`src/rtl/hdb3_pkg.sv`:
```
`timescale 1ns/1ps
package hdb3_pkg;
  typedef enum logic {POL_NEG = 1'b0, POL_POS = 1'b1} pol_e;
  typedef enum logic [1:0] {SYM_ZERO = 2'b00, SYM_POS = 2'b01, SYM_NEG = 2'b10} sym_e;

  function automatic sym_e mark_of(input pol_e p);
    return (p == POL_POS) ? SYM_POS : SYM_NEG;
  endfunction

  function automatic pol_e flip(input pol_e p);
    return (p == POL_POS) ? POL_NEG : POL_POS;
  endfunction
endpackage

```
`src/rtl/hdb3_delay_line.sv`:
```
`timescale 1ns/1ps
module hdb3_delay_line #(
  parameter int DEPTH = 4
) (
  input  logic             clk_i,
  input  logic             rst_ni,
  input  logic             d_i,
  output logic [DEPTH-1:0] tap_o
);
  logic [DEPTH-1:0] stage_q;

  // tap 0 is the newest bit, tap DEPTH-1 the next one to be coded
  for (genvar gi = 0; gi < DEPTH; gi++) begin : g_stage
    logic in_bit;
    if (gi == 0) begin : g_head
      assign in_bit = d_i;
    end else begin : g_body
      assign in_bit = stage_q[gi-1];
    end
    always_ff @(posedge clk_i or negedge rst_ni) begin
      if (!rst_ni) stage_q[gi] <= 1'b0;
      else         stage_q[gi] <= in_bit;
    end
  end

  assign tap_o = stage_q;
endmodule

```
`src/rtl/hdb3_subst_ctrl.sv`:
```
`timescale 1ns/1ps
module hdb3_subst_ctrl
  import hdb3_pkg::*;
#(
  parameter int WIN = 4
) (
  input  logic           clk_i,
  input  logic           rst_ni,
  input  logic [WIN-1:0] win_i,
  output sym_e           sym_o
);
  localparam int CW = (WIN > 2) ? $clog2(WIN) : 1;
  localparam logic [CW-1:0] GRP_LEFT = CW'(WIN - 1);

  pol_e          last_mark_q, last_mark_d;
  pol_e          last_viol_q, last_viol_d;
  logic [CW-1:0] left_q, left_d;
  sym_e          sym_d;

  logic head_bit, run_zero;
  assign head_bit = win_i[WIN-1];
  assign run_zero = ~|win_i;

  always_comb begin
    last_mark_d = last_mark_q;
    last_viol_d = last_viol_q;
    left_d      = left_q;
    sym_d       = SYM_ZERO;
    if (left_q != '0) begin
      // inside a substitution group: trailing zeros, then the violation
      left_d = left_q - CW'(1);
      if (left_q == CW'(1)) begin
        sym_d       = mark_of(last_mark_q);
        last_viol_d = last_mark_q;
      end
    end else if (head_bit) begin
      sym_d       = mark_of(flip(last_mark_q));
      last_mark_d = flip(last_mark_q);
    end else if (run_zero) begin
      left_d = GRP_LEFT;
      if (last_mark_q == last_viol_q) begin
        sym_d       = mark_of(flip(last_mark_q));
        last_mark_d = flip(last_mark_q);
      end
    end
  end

  always_ff @(posedge clk_i or negedge rst_ni) begin
    if (!rst_ni) begin
      last_mark_q <= POL_NEG;
      last_viol_q <= POL_NEG;
      left_q      <= '0;
    end else begin
      last_mark_q <= last_mark_d;
      last_viol_q <= last_viol_d;
      left_q      <= left_d;
    end
  end

  assign sym_o = sym_d;
endmodule

```
`src/rtl/hdb3_rz_out.sv`:
```
`timescale 1ns/1ps
module hdb3_rz_out
  import hdb3_pkg::*;
#(
  parameter bit RZ_GATE = 1'b1
) (
  input  logic clk_i,
  input  logic rst_ni,
  input  sym_e sym_i,
  output logic hold_pos_o,
  output logic hold_neg_o,
  output logic line_pos_o,
  output logic line_neg_o
);
  logic pos_q, neg_q;

  always_ff @(posedge clk_i or negedge rst_ni) begin
    if (!rst_ni) begin
      pos_q <= 1'b0;
      neg_q <= 1'b0;
    end else begin
      pos_q <= (sym_i == SYM_POS);
      neg_q <= (sym_i == SYM_NEG);
    end
  end

  if (RZ_GATE) begin : g_rz
    assign line_pos_o = pos_q & clk_i;
    assign line_neg_o = neg_q & clk_i;
  end else begin : g_full
    assign line_pos_o = pos_q;
    assign line_neg_o = neg_q;
  end

  assign hold_pos_o = pos_q;
  assign hold_neg_o = neg_q;
endmodule

```
`src/rtl/hdb3_line_enc.sv`:
```
`timescale 1ns/1ps
module hdb3_line_enc
  import hdb3_pkg::*;
#(
  parameter int MAX_ZEROS = 3,
  parameter bit RZ_GATE   = 1'b1
) (
  input  logic clk_i,
  input  logic rst_ni,
  input  logic nrz_i,
  output logic pos_o,
  output logic neg_o
);
  localparam int WIN = MAX_ZEROS + 1;

  logic [WIN-1:0] win;
  sym_e           next_sym;
  logic           line_pos_q, line_neg_q;

  hdb3_delay_line #(.DEPTH(WIN)) u_dly (
    .clk_i (clk_i),
    .rst_ni(rst_ni),
    .d_i   (nrz_i),
    .tap_o (win)
  );

  hdb3_subst_ctrl #(.WIN(WIN)) u_ctrl (
    .clk_i (clk_i),
    .rst_ni(rst_ni),
    .win_i (win),
    .sym_o (next_sym)
  );

  hdb3_rz_out #(.RZ_GATE(RZ_GATE)) u_out (
    .clk_i     (clk_i),
    .rst_ni    (rst_ni),
    .sym_i     (next_sym),
    .hold_pos_o(line_pos_q),
    .hold_neg_o(line_neg_q),
    .line_pos_o(pos_o),
    .line_neg_o(neg_o)
  );
endmodule

```
`config.mk`:
```
export PLATFORM = sky130hd
export DESIGN_NAME = hdb3_line_enc
export DESIGN_NICKNAME = d
export VERILOG_FILES = /design/src/rtl/hdb3_pkg.sv /design/src/rtl/hdb3_delay_line.sv /design/src/rtl/hdb3_subst_ctrl.sv /design/src/rtl/hdb3_rz_out.sv /design/src/rtl/hdb3_line_enc.sv
export SDC_FILE = /design/constraint.sdc
export NUM_CORES = 1
export LEC_CHECK = 0
export ABC_AREA = 1
export BUFFER_PORTS_ARGS = -buffer_cell sky130_fd_sc_hd__buf_2
export CAP_MARGIN = 15
export CELL_PAD_IN_SITES_DETAIL_PLACEMENT = 2
export CELL_PAD_IN_SITES_GLOBAL_PLACEMENT = 2
export CORE_AREA = 2 2 39 41
export CTS_BUF_LIST = sky130_fd_sc_hd__clkbuf_4
export CTS_CLUSTER_DIAMETER = 50
export DETAILED_ROUTE_END_ITERATION = 8
export DIE_AREA = 0 0 41 43
export GPL_TIMING_DRIVEN = 1
export PLACE_DENSITY_LB_ADDON = 0.05
export SLEW_MARGIN = 20
export SYNTH_ARGS = -nofsm -noshare
export SYNTH_HDL_FRONTEND = slang
export SYNTH_SLANG_ARGS = --single-unit
```
`constraint.sdc`:
```
create_clock -name clk_i -period 3.2 [get_ports clk_i]
set_input_delay 0.16 -clock clk_i [delete_from_list [all_inputs] [get_ports clk_i]]
set_output_delay 0.16 -clock clk_i [all_outputs]
set_load 0.01 [all_outputs]
```
# Yosys cells after proc, flatten, opt, wreduce, memory -nomap -nowiden
# Index checks and enable logic that the tools add are counted.
# totals
ff_bits,10
wordCells,40
out_inout_bits,2
in_bits,3
# op_classes
reduce_logical,6
bitwise,3
addsub,1
eq_ne,7
n_mux,14
# ops
op,n
2-to-1 mux 2 bit,10
"equality test 2 x 1 -> 1 bit, second input constant",2
2-to-1 mux 1 bit,4
"inequality test 2 bit, second input constant",2
AND reduction 2 bit,2
nonzero test 2 bit,2
OR reduction 4 bit,1
AND reduction 3 bit,1
AND 1 bit,2
"equality test 2 bit, second input constant",1
"inequality test 2 x 1 -> 1 bit, second input constant",1
"subtractor 2 x 1 -> 2 bit, second input constant",1
equality test 1 bit,1
NOT 1 bit,1

# Longest topological paths before layout
# depth
word_depth,6
depth_mapped,7
mapped_depth_nobuf,7

# Cells and area by module
# From an unflattened synthesis, not the netlist that was laid out.
# unflattened
hier_cells,57
hier_area_um2,511.7
# modules_own_cells
mod,n_inst,seq_area_each_um2,area_per_inst_um2,cells_per_inst
hdb3_subst_ctrl,1,100.1,309.0,40
hdb3_delay_line,1,100.1,122.6,7
hdb3_rz_out,1,50.0,80.1,10

==> impl_metrics.toml <==
[status]
status = "completed"

[floorplan]
fp.dieW_um = 41
rows = 14
io_pins = 5
dieArea_um2 = 1760
core-area_um2 = 1380
start_util_pct = 35.4
die_h_um = 43

[synth]
yosysSeqAreaShare_pct = 51.0
netlist_area_um2 = 490
yosysWarnings = 0
synth_cell_type_count = 13
synthesis.nets = 61
synth_seq_cells = 10
syn_avg_cell_area_um2 = 9.25
netlist_instances = 53

[critical_path]
cp.required_ps = 3040
critical_path_peak_fanout = 2
cp_slowest_cell = "buf_2"
cp_data_arrival_time_ps = 2070
critPathBufInv = 4
crit_top_cell = "clkbuf_4"
slowest_delay_ps = 130
path_class = "clk -> out"
startpoint_type = "clock port"
path_cells = "clkbuf_4, clkbuf_4, nand2_1, inv_1, buf_2"
worstSetupEndpointType = "output pin"
cp_top_family = "buffers and inverters"

[global_route]
grt_max_degree = 11
grt_use_total_pct = 19.3
grt_pass1_vias = 521
grt_pass1_wl_um = 2030
antenna_found_initial = 0
grt_most_used_layer = "met2"
grtUsageMet3_pct = 13.1
grt_overflow = 0
grt_util_met2_pct = 28.4
grt_use_met1_pct = 16.1

[pwr]
cellPowerDensity_nw_per_um2 = 944
p_leak_nw = 0.328
ir_drop_mv = 0.306

[sta]
rsz0062_at_grt = "false"
setup_viol_count_final = 0
fin_setup_tns_ps = 0
relSlewSlack_pct = 83.8
fin_worst_skew_ps = 2.89
finalHoldViolCount = 0
slew_viol_final = 0
worst_pin_slew_ps = 243

[min_path]
hold_class = "in -> async"

[drt]
initialDrtViolationCount = 1
vias_per_cell = 4.96
vias = 412
ant_nets = 0
routed_wl_um = 1240
route.detailed.wl_per_inst_um = 15.0
drc = 0
first_pass_iters = 2

[placement]
gp_congestion = 0.727
placed_cells = 73
port_buffers = 4
hpwl_um = 929

[cts]
clk_latency_ps = 370
hold_buffers = 2
cts_resized = 0
cts_setup_buffers = 0
cts_tree = "built"
clk_pin_slew_worst_paths_ps = 60

[flow_run]
drv_cap = 0

[final_layout]
drive_above_1_share_pct = 22.4
nFillCells = 155
antenna_cells = 0
fin_nets = 76
instances_no_fill = 83
area_growth_pct = 23.7
==> through the flow <==
step | util, % | worst slack [ps] | hold slack, ps | area [um2] | power (mW)
finish | 43.9 | 970 | 177 | 607 | 0.573
global route | 43.9 | 930 | 181 | 607 | 0.633
CTS | 43.9 | 945 | 168 | 607 | 0.589
detailed placement | 38.3 | 1260 | 33.0 | 531 | 0.409
global placement | 38.3 | 1260 | 25.5 | 531 | 0.380
floorplan | - | 1350 | -136 | 490 | 0.343
==> cell usage in the layout (no fill, tap or decap) <==
cell type | Yosys | layout
o21ai_0 | 2 | 2
buf_2 | 0 | 4
inv_1 | 7 | 7
nor2_4 | 1 | 1
nand2_1 | 13 | 13
dfrtp_1 | 10 | 10
a21o_1 | 1 | 1
clkbuf_4 | 0 | 7
a21oi_1 | 3 | 3
a21oi_2 | 2 | 2
nor2_1 | 3 | 3
dlygate4sd3_1 | 0 | 2
nand3_1 | 4 | 4
clkinv_1 | 0 | 1
ha_1 | 5 | 5
inv_2 | 1 | 1
nand4_1 | 1 | 1
==> final cells by class <==
cell class	instances	area, um2	area share [%]
clock inverters	3	11.3	1.86
clock buffers	9	62.6	10.3
flip-flops and latches	10	250	41.2
repair buffers	4	30.0	4.95
multi-input cells	35	210	34.6
inverters	6	22.5	3.71
well taps	16	20.0	3.30
==> power by group <==
part	internal (mW)	total, mW	switching [mW]
Sequential	0.167	0.198	0.0312
Clock	0.110	0.186	0.0755
Combinational	0.0715	0.189	0.118
==> sequential cells by signal, indices dropped and copies added (netlist names) <==
register and count:
u_ctrl.last_mark_q 1, u_out.hold_pos_o 1, u_dly.tap_o 1, u_dly.g_stage.in_bit 3, u_out.hold_neg_o 1, u_ctrl.last_viol_q 1, u_ctrl.left_q 2
==> kinds of logic (layout without fill, tap and decap cells) <==
kind of cell	Yosys count	after routing	share of synthesized area, %
simple gates	22	22	19.9
compound gates	8	8	10.2
buf+inv	8	22	6.12
fa+ha+maj	5	5	12.8
flops	10	10	51.0
==> cells in the mapped netlist <==
| library cell | n | share of area (%) |
|---|---|---|
| inv_1 | 7 | 5.4 |
| ha_1 | 5 | 13 |
| dfrtp_1 | 10 | 51 |
| nand4_1 | 1 | 1.3 |
| a21o_1 | 1 | 1.5 |
| nand3_1 | 4 | 4.1 |
| o21ai_0 | 2 | 2.0 |
| a21oi_2 | 2 | 3.6 |
| inv_2 | 1 | 0.76 |
| nor2_1 | 3 | 2.3 |
| nand2_1 | 13 | 9.9 |
| a21oi_1 | 3 | 3.1 |
| nor2_4 | 1 | 2.3 |
==> path summary, 6_finish.rpt <==
check	startpoint	end	slack [ps]	depth (start not counted)
setup / recovery	clk_i	neg_o	970	5
hold / removal	rst_ni	u_dly.tap_o[3]$_DFF_PN0_	180	2
setup reg to reg	u_ctrl.left_q[0]$_DFFE_PN0P_	u_out.hold_neg_o$_DFF_PN0_	1800	7
hold reg to reg	u_dly.g_stage[1].in_bit$_DFF_PN0_	u_dly.g_stage[2].in_bit$_DFF_PN0_	390	0
max in group asynchronous	rst_ni	u_ctrl.left_q[0]$_DFFE_PN0P_	2830	2
min in group clk_i	u_dly.g_stage[1].in_bit$_DFF_PN0_	u_dly.g_stage[2].in_bit$_DFF_PN0_	390	0
==> routing by layer <==
metal | part of all wire (%) | vias to the layer above
met5 | 0 | -
met3 | 3.5 | 4
met4 | 2.0 | 0
met2 | 55 | 8
met1 | 39 | 203
li1 | - | 197
Power figures use the tool's default switching activity.
